$ cat src/rtl/hostbus_pkg.sv
package hostbus_pkg;

   // Strobe convention selected by the mode pin
   typedef enum logic {
      STB_SPLIT  = 1'b0,
      STB_JOINED = 1'b1
   } strobe_mode_e;

   // Control pins as they cross into the clock domain
   typedef struct packed {
      logic mode;
      logic stb_b;
      logic stb_a;
      logic sel_n;
   } ctl_pins_t;

   localparam ctl_pins_t CTL_IDLE = '{mode: 1'b0, stb_b: 1'b1, stb_a: 1'b1, sel_n: 1'b1};

endpackage

$ cat src/rtl/hostbus_sync.sv
module hostbus_sync #(
   parameter int               W       = 8,
   parameter int               STAGES  = 2,
   parameter logic [W-1:0]     RST_VAL = '0
) (
   input  logic         clk,
   input  logic         rst_n,
   input  logic [W-1:0] d,
   output logic [W-1:0] q
);

   logic [W-1:0] stage_q [STAGES];

   for (genvar gi = 0; gi < STAGES; gi++) begin : g_stage
      if (gi == 0) begin : g_first
         always_ff @(posedge clk or negedge rst_n) begin
            if (!rst_n) stage_q[gi] <= RST_VAL;
            else        stage_q[gi] <= d;
         end
      end else begin : g_next
         always_ff @(posedge clk or negedge rst_n) begin
            if (!rst_n) stage_q[gi] <= RST_VAL;
            else        stage_q[gi] <= stage_q[gi-1];
         end
      end
   end

   assign q = stage_q[STAGES-1];

endmodule

$ cat src/rtl/hostbus_strobe_dec.sv
module hostbus_strobe_dec
   import hostbus_pkg::*;
(
   input  logic      clk,
   input  logic      rst_n,
   input  ctl_pins_t ctl,
   output logic      wr_hit,
   output logic      rd_req
);

   logic         stb_a_q;
   logic         wr_dir_ok;
   strobe_mode_e mode;

   assign mode = strobe_mode_e'(ctl.mode);

   always_ff @(posedge clk or negedge rst_n) begin
      if (!rst_n) stb_a_q <= 1'b1;
      else        stb_a_q <= ctl.stb_a;
   end

   always_comb begin
      rd_req    = 1'b0;
      wr_dir_ok = 1'b0;
      case (mode)
         STB_SPLIT: begin
            rd_req    = ~ctl.sel_n & ~ctl.stb_b;
            wr_dir_ok = 1'b1;
         end
         STB_JOINED: begin
            rd_req    = ~ctl.sel_n & ctl.stb_b & ~ctl.stb_a;
            wr_dir_ok = ~ctl.stb_b;
         end
         default: begin
            rd_req    = 1'b0;
            wr_dir_ok = 1'b0;
         end
      endcase
      wr_hit = ~ctl.sel_n & ctl.stb_a & ~stb_a_q & wr_dir_ok;
   end

endmodule

$ cat src/rtl/hostbus_regs.sv
module hostbus_regs #(
   parameter int              DATA_W     = 16,
   parameter int              ADDR_W     = 7,
   parameter int              WORDS      = 128,
   parameter logic [DATA_W-1:0] RESET_WORD = '0
) (
   input  logic              clk,
   input  logic              rst_n,
   input  logic              we,
   input  logic [ADDR_W-1:0] waddr,
   input  logic [DATA_W-1:0] wdata,
   input  logic [ADDR_W-1:0] raddr,
   output logic [DATA_W-1:0] rdata
);

   logic [DATA_W-1:0] word_q [WORDS];

   for (genvar gi = 0; gi < WORDS; gi++) begin : g_word
      always_ff @(posedge clk or negedge rst_n) begin
         if (!rst_n)                                 word_q[gi] <= RESET_WORD;
         else if (we && (waddr == ADDR_W'(gi)))      word_q[gi] <= wdata;
      end
   end

   always_comb begin
      rdata = '0;
      for (int i = 0; i < WORDS; i++) begin
         if (raddr == ADDR_W'(i)) rdata = word_q[i];
      end
   end

endmodule

$ cat src/rtl/hostbus_port.sv
module hostbus_port
   import hostbus_pkg::*;
#(
   parameter int                DATA_W      = 16,
   parameter int                ADDR_W      = 7,
   parameter int                WORDS       = 128,
   parameter int                SYNC_STAGES = 2,
   parameter logic [DATA_W-1:0] RESET_WORD  = '0
) (
   input  logic              clk,
   input  logic              rst_n,
   input  logic [DATA_W-1:0] hb_data_i,
   input  logic [ADDR_W-1:0] hb_addr_i,
   input  logic              hb_sel_n_i,
   input  logic              hb_stb_a_n_i,
   input  logic              hb_stb_b_i,
   input  logic              hb_mode_i,
   output logic [DATA_W-1:0] hb_data_o,
   output logic              hb_data_oe_o,
   output logic              reg_wr_o,
   output logic [ADDR_W-1:0] reg_addr_o,
   output logic [DATA_W-1:0] reg_data_o
);

   localparam int CTL_W = $bits(ctl_pins_t);
   localparam int SYN_W = CTL_W + ADDR_W + DATA_W;
   localparam logic [SYN_W-1:0] SYN_IDLE = {CTL_IDLE, {ADDR_W{1'b0}}, {DATA_W{1'b0}}};

   if (SYNC_STAGES < 2 || SYNC_STAGES > 12) begin : g_bad_sync
      $error("hostbus_port: SYNC_STAGES must lie in 2..12");
   end
   if (WORDS < 1 || WORDS > (1 << ADDR_W)) begin : g_bad_words
      $error("hostbus_port: WORDS must fit the address range");
   end
   if (DATA_W < 1 || ADDR_W < 1) begin : g_bad_width
      $error("hostbus_port: widths must be positive");
   end

   ctl_pins_t          ctl_raw;
   ctl_pins_t          ctl_s;
   logic [ADDR_W-1:0]  addr_s;
   logic [DATA_W-1:0]  data_s;
   logic [SYN_W-1:0]   syn_in;
   logic [SYN_W-1:0]   syn_out;
   logic               wr_hit;
   logic               rd_req;
   logic [DATA_W-1:0]  rdata;

   assign ctl_raw = '{mode: hb_mode_i, stb_b: hb_stb_b_i, stb_a: hb_stb_a_n_i, sel_n: hb_sel_n_i};
   assign syn_in  = {ctl_raw, hb_addr_i, hb_data_i};

   hostbus_sync #(
      .W       (SYN_W),
      .STAGES  (SYNC_STAGES),
      .RST_VAL (SYN_IDLE)
   ) i_sync (
      .clk   (clk),
      .rst_n (rst_n),
      .d     (syn_in),
      .q     (syn_out)
   );

   assign {ctl_s, addr_s, data_s} = syn_out;

   hostbus_strobe_dec i_dec (
      .clk    (clk),
      .rst_n  (rst_n),
      .ctl    (ctl_s),
      .wr_hit (wr_hit),
      .rd_req (rd_req)
   );

   hostbus_regs #(
      .DATA_W     (DATA_W),
      .ADDR_W     (ADDR_W),
      .WORDS      (WORDS),
      .RESET_WORD (RESET_WORD)
   ) i_regs (
      .clk   (clk),
      .rst_n (rst_n),
      .we    (wr_hit),
      .waddr (addr_s),
      .wdata (data_s),
      .raddr (addr_s),
      .rdata (rdata)
   );

   always_ff @(posedge clk or negedge rst_n) begin
      if (!rst_n) begin
         reg_wr_o     <= 1'b0;
         reg_addr_o   <= '0;
         reg_data_o   <= '0;
         hb_data_oe_o <= 1'b0;
         hb_data_o    <= '0;
      end else begin
         reg_wr_o     <= wr_hit;
         if (wr_hit) begin
            reg_addr_o <= addr_s;
            reg_data_o <= data_s;
         end
         hb_data_oe_o <= rd_req;
         hb_data_o    <= rd_req ? rdata : '0;
      end
   end

endmodule

$ cat config.mk
export PLATFORM = sky130hd
export DESIGN_NAME = hostbus_port
export DESIGN_NICKNAME = d
export VERILOG_FILES = /design/src/rtl/hostbus_pkg.sv /design/src/rtl/hostbus_sync.sv /design/src/rtl/hostbus_strobe_dec.sv /design/src/rtl/hostbus_regs.sv /design/src/rtl/hostbus_port.sv
export SDC_FILE = /design/constraint.sdc
export NUM_CORES = 2
export LEC_CHECK = 0
export ABC_AREA = 1
export BUFFER_PORTS_ARGS = -buffer_cell sky130_fd_sc_hd__buf_4
export CORE_MARGIN = 2
export CORE_UTILIZATION = 44
export DETAILED_ROUTE_END_ITERATION = 8
export GPL_ROUTABILITY_DRIVEN = 0
export HOLD_SLACK_MARGIN = 0.15
export PLACE_DENSITY_LB_ADDON = 0.3
export SLEW_MARGIN = 10
export SYNTH_ARGS = -nofsm -noshare
export SYNTH_HDL_FRONTEND = slang
export SYNTH_SLANG_ARGS = --single-unit
$ cat constraint.sdc
create_clock -name clk -period 10.47 [get_ports clk]
set_clock_uncertainty 0.15 [all_clocks]
set_input_delay 0 -clock clk [delete_from_list [all_inputs] [get_ports clk]]
set_output_delay 0 -clock clk [all_outputs]
set_load 0.01 [all_outputs]
# [Word-level counts from Yosys, hierarchy flattened]
# Cells that the tools add are included.
[classes] bitwise_logic=11 mux=131 n_eq_ne=127 reduce_logical=129
[op_table] operator="two-way mux 16 bit" count=129
[op_table] operator="equality test 7 bit (second input constant)" count=64
[op_table] operator="equality test 7 x 6 -> 1 bit (second input constant)" count=32
[op_table] operator="logical AND 1 bit" count=128
[op_table] operator="equality test 7 x 5 -> 1 bit (second input constant)" count=16
[op_table] operator="equality test 7 x 4 -> 1 bit (second input constant)" count=8
[op_table] operator="equality test 7 x 3 -> 1 bit (second input constant)" count=4
[op_table] operator="equality test 7 x 2 -> 1 bit (second input constant)" count=2
[op_table] operator="equality test 7 x 1 -> 1 bit (second input constant)" count=1
[op_table] operator="logical NOT 7 bit" count=1
[op_table] operator="bitwise AND 1 bit" count=6
[op_table] operator="inverter 1 bit" count=5
[op_table] operator="case mux 1 bit (2 select lines)" count=2
[totals] word_cells=534 reg_bits=2144 out_inout_bits=41 in_bits=29

# [Logic depth before layout (Yosys ltp)]
[logic_depth] ltp_word=130 depth_mapped=75 mapped_depth_nobuf=74

# [Hierarchy]
# Synthesis repeated with hierarchy kept, for this count alone.
[unflattened] hier_cells=11268 hier_area_um2=92700.2
[by_module_without_submodules] module="hostbus_regs" area_each_um2=89607.2 seq_area_each_um2=51249.2 cells_per_inst=11026 instances=1
[by_module_without_submodules] module="hostbus_sync" area_each_um2=1561.5 seq_area_each_um2=1358.8 cells_per_inst=81 instances=1
[by_module_without_submodules] module="hostbus_port" area_each_um2=1456.4 seq_area_each_um2=1026.0 cells_per_inst=149 instances=1
[by_module_without_submodules] module="hostbus_strobe_dec" area_each_um2=75.1 seq_area_each_um2=26.3 cells_per_inst=12 instances=1

# [Worst setup path before layout]
# No wires, ideal clock.
[synth_path] path_type="reg2reg" start="reg i_sync.stage_q (netlist bit i_sync.q[20])" end="reg hb_data_o[11]" path_stages_with_launch=69 t_required_ps=10197 slack_ps=4685 setup_ps=123 n_path_buf=1 arrival_time_ps=5512 synth_period_minus_slack_ps=5785 path_cell_list="dfrtp_1 inv_2 nand2_1 nor2_4 nand2_1 buf_2 or2_0 nand2_1 nand4_1 nand2_1 nand4_1 nor2_1 nand4_1 nor2_1 nand4_1 nor2_1 nand4_1 nor2_1 (+33 left out) nor2_1 nand4_1 nor2_1 nand4_1 nor2_1 nand4_1 nand2_1 nand4_1 nor2_1 nand4_1 nand2_1 nand4_1 nor2_1 nand4_1 nor2_1 nand4_1 nand2_1 a21oi_1"
[synth_between] elab_chain_cells=130 elab_cells_between_ends=257 classes_between="eq/ne (127); mux (129); reduce/logical (1)"
[synth_rtl] element="from (decl)" line="hostbus_sync.sv:12" source="logic [W-1:0] stage_q [STAGES];"
[synth_rtl] element="from (signal, indexed assignment)" line="hostbus_sync.sv:23" source="else stage_q[gi] <= stage_q[gi-1];"
[synth_rtl] element="logical NOT 7 bit" line="hostbus_regs.sv:28" source="if (raddr == ADDR_W'(i)) rdata = word_q[i];"
[synth_rtl] element="two-way mux 16 bit (127 in a row)" line="hostbus_regs.sv:28"
[synth_rtl] element="two-way mux 16 bit (*)" line="hostbus_regs.sv:28"
[synth_rtl] element="two-way mux 16 bit (*)" line="hostbus_port.sv:102" source="hb_data_o <= rd_req ? rdata : '0;"
[synth_rtl] element="to (signal assigned)" line="hostbus_port.sv:102"
[synth_rtl] element="to (decl)" line="hostbus_port.sv:18" source="output logic [DATA_W-1:0] hb_data_o,"
# Mark *: on every way between the ends. The rest lies on a longest branch, timed or not.
# A chain may end at the register's enable or synchronous reset.

# [Worst setup path after layout]
[layout_path] start="reg i_sync.stage_q (netlist bit i_sync.q[21])" end="reg hb_data_o[8]"
# Same word-level chain as after synthesis.

==> results.sh <==
export IMPL_ys_seq_elements=2144
export IMPL_gr_usage_all_layers=0.2532
export IMPL_dp_hpwl_um=169800
export IMPL_drive_gt1_frac=0.08344
export IMPL_synth_top_area_frac=0.5784
export IMPL_min_period_over_period=0.9402
export IMPL_synth_avg_cell_area_um2=8.239
export IMPL_coreArea_um2=209200
export IMPL_hold_depth=3
export IMPL_critPathKind="flip-flop to flip-flop"
export IMPL_io_pins=70
export IMPL_synth_top_flop_cell="dfrtp_1"
export IMPL_fillCellCount=19700
export IMPL_design_die_area_um2=213800
export IMPL_wl_um=274100
export IMPL_vias_per_cell=5.380
export IMPL_slew_viol_final=0
export IMPL_ant_nets=0
export IMPL_dpl_cell_count=13540
export IMPL_drtIter0Drc=7768
export IMPL_layout_setup_ws_ns=0.6259
export IMPL_port_buffers=69
export IMPL_max_freq_mhz=101.6
export IMPL_max_slew_margin=0.2117
export IMPL_grt_max_degree=184
export IMPL_grt_pass1_vias=72350
export IMPL_holdWs_ns=0.1884
export IMPL_drv_cap=0
export IMPL_p_leak_nw=46.29
export IMPL_crit_slowest_cell="dfrtp_1"
export IMPL_ys_warnings_count=0
export IMPL_htreeDepth=4
export IMPL_reg2reg_depth=73
export IMPL_yosys_top_cells_area="dfrtp_1 58%, nand2_1 16%, o21ai_0 11%"
export IMPL_synth_area_leader_cell="dfrtp_1"
export IMPL_rsz0062_at_grt="no"
export IMPL_end_kind="flip-flop"
export IMPL_post_drt_wl_per_cell_um=19.52
export IMPL_clk_latency_ns=0.88
export IMPL_layout_cells_non_filler=14040
export IMPL_hold_violations=0
export IMPL_overflow=0
export IMPL_startpoint="i_sync.q[21]$_DFF_PN0_"
export IMPL_synth_yosys_seq_area_share=0.5804
export IMPL_dieHeight_um=462.4
export IMPL_irDropWorstVdd_mv=0.1704
export IMPL_post_route_util=0.4960
export IMPL_core_rowCount=168
export IMPL_initial_utilization=0.4421
export IMPL_synth_nets=11250
export IMPL_ys_async_sr_fraction=1.000
export IMPL_tns_ns=0
export IMPL_min_period_ns=9.844
export IMPL_arrival_ns=10.48
export IMPL_synthCells=11220
export IMPL_crit_fanout=8
export IMPL_r2r_start="i_sync.q[21]$_DFF_PN0_"
export IMPL_synth_area_um2=92460
export IMPL_syn2layout_area_growth_pct=12.21
export IMPL_crit_top_cell="nand4_1"
export IMPL_dr_total_vias=75530
export IMPL_yosysUniqueCellTypes=29
export IMPL_status="completed"
export IMPL_drc=0
export IMPL_antenna_found_initial=10
export IMPL_power_total_mw=17.50
export IMPL_clock_sinks=2144
export IMPL_final_area_um2=103700
export IMPL_clock_root_buffer="clkbuf_16"
export IMPL_nets=11070
export IMPL_placed_area_um2=95400
export IMPL_chipWidth_um=462.4
export IMPL_cpPeakStageDelay_ns=0.42
export IMPL_regArea_um2=53660
export IMPL_min_path_type="input pin to flip-flop"
export IMPL_critical_path_required_ns=11.10
export IMPL_post_place_ws_ns=0.6617
export IMPL_first_pass_iters=8
export IMPL_tightest_slew_ns=1.178
export IMPL_worstHoldStart="hb_mode_i"
export IMPL_clk_path_buf_depth=3
export IMPL_p_per_area_nw_per_um2=168.7
export IMPL_synth_edf_count=0
export IMPL_multi_input_area_um2=33720
export IMPL_finalSetupViolCount=0
export IMPL_cts_tree="yes"
export IMPL_clkSlewWorstSetupHoldPaths_ns=0.06
export IMPL_grt_first_pass_wirelength_um=429900
export IMPL_cts_buffers=221
export IMPL_start_kind="flip-flop"
report_power, final:
| part | switching (mW) | leakage [nW] | internal (mW) |
|---|---|---|---|
| combinational | 0.615 | 13.0 | 0.199 |
| clock | 3.44 | 3.68 | 4.64 |
| sequential | 0.124 | 29.6 | 8.48 |
| total | 4.18 | 46.3 | 13.3 |
cell families (layout without fill, tap and decap cells):
logic type	Yosys count	count (layout)	share of synthesized area
simple gates	5510	5510	0.2441
flops	2144	2144	0.5804
other cells	0	5	0
buf+inv	1349	1356	0.05546
compound gates	2219	2219	0.1201
cell usage after synthesis (2+ instances only):
cell,n
dfstp_2,7
buf_1,4
nor3_1,7
nand4_1,421
a21oi_1,150
nor2_4,5
buf_6,5
and3_1,4
clkbuf_1,753
or2_0,7
nor2_1,697
nand2_1,4022
inv_1,555
nand3_1,101
inv_2,9
o21ai_0,2068
clkinv_1,16
or2_1,3
nand2_2,6
or2_2,230
dfrtp_1,2137
nor2_2,3
nor3b_1,2
buf_2,5
path summary, 6_finish.rpt:
| path | slack [ns] | endpoint |
|---|---|---|
| worst max register to register | 0.63 | hb_data_o[8]$_DFF_PN0_ |
| worst min register to register | 0.20 | i_sync.q[12]$_DFF_PN0_ |
| worst max-delay path | 0.63 | hb_data_o[8]$_DFF_PN0_ |
| min in group asynchronous | 0.26 | i_regs.word_q[1644]$_DFFE_PN0P_ |
| max in group asynchronous | 7.40 | i_regs.word_q[137]$_DFFE_PN0P_ |
| worst min-delay path | 0.19 | i_sync.stage_q[53]$_DFF_PN0_ |
final cells by class:
class,instances,share of cell area
antenna,5,0.0001206
clock buffer,341,0.06404
clock inverter,67,0.007923
inverter,580,0.02178
multi-input combinational,7729,0.3250
sequential,2144,0.5172
tap,2805,0.03383
timing repair buffer,368,0.03011
state kept, by name, summed over array words and instances (netlist names), 7 cells and up:
name	count
hb_data_o	16
i_regs.word_q	2048
reg_addr_o	7
i_sync.stage_q	27
reg_data_o	16
i_sync.q	27
worst max-delay path, delay by kind of cell (launching register included):
family	cells	cell delay [ns]
simple gates	67	8.43
buf+inv	5	0.64
compound gates	1	0.06
flops	1	0.42
per-layer routing:
layer | vias up | GRT usage | share of wire
met5 | - | 0 | 0
met4 | 0 | 0.08743 | 0.033
met3 | 444 | 0.04183 | 0.070
met2 | 2534 | 0.3918 | 0.45
met1 | 37000 | 0.3613 | 0.44
li1 | 35550 | - | -
repair_timing:
item                       in CTS  in global routing
hold buffers                   78                  0
hold endpoints to repair      631                  0
gates resized for setup         0                 16
setup buffers                   0                  4
setup endpoints to repair       0                  6
placed cells by master, fill, tap and decap left out, drive strengths merged, types with 52 or more instances in the layout:
cell type    count
dlygate4sd3     77
clkinv          52
nand4          421
inv            576
nand2         4028
nor2           705
dfrtp         2137
clkbuf         341
o21ai         2068
buf            291
or2            240
nand3          102
a21oi          150
No activity file was read; power rests on OpenSTA's default activity.
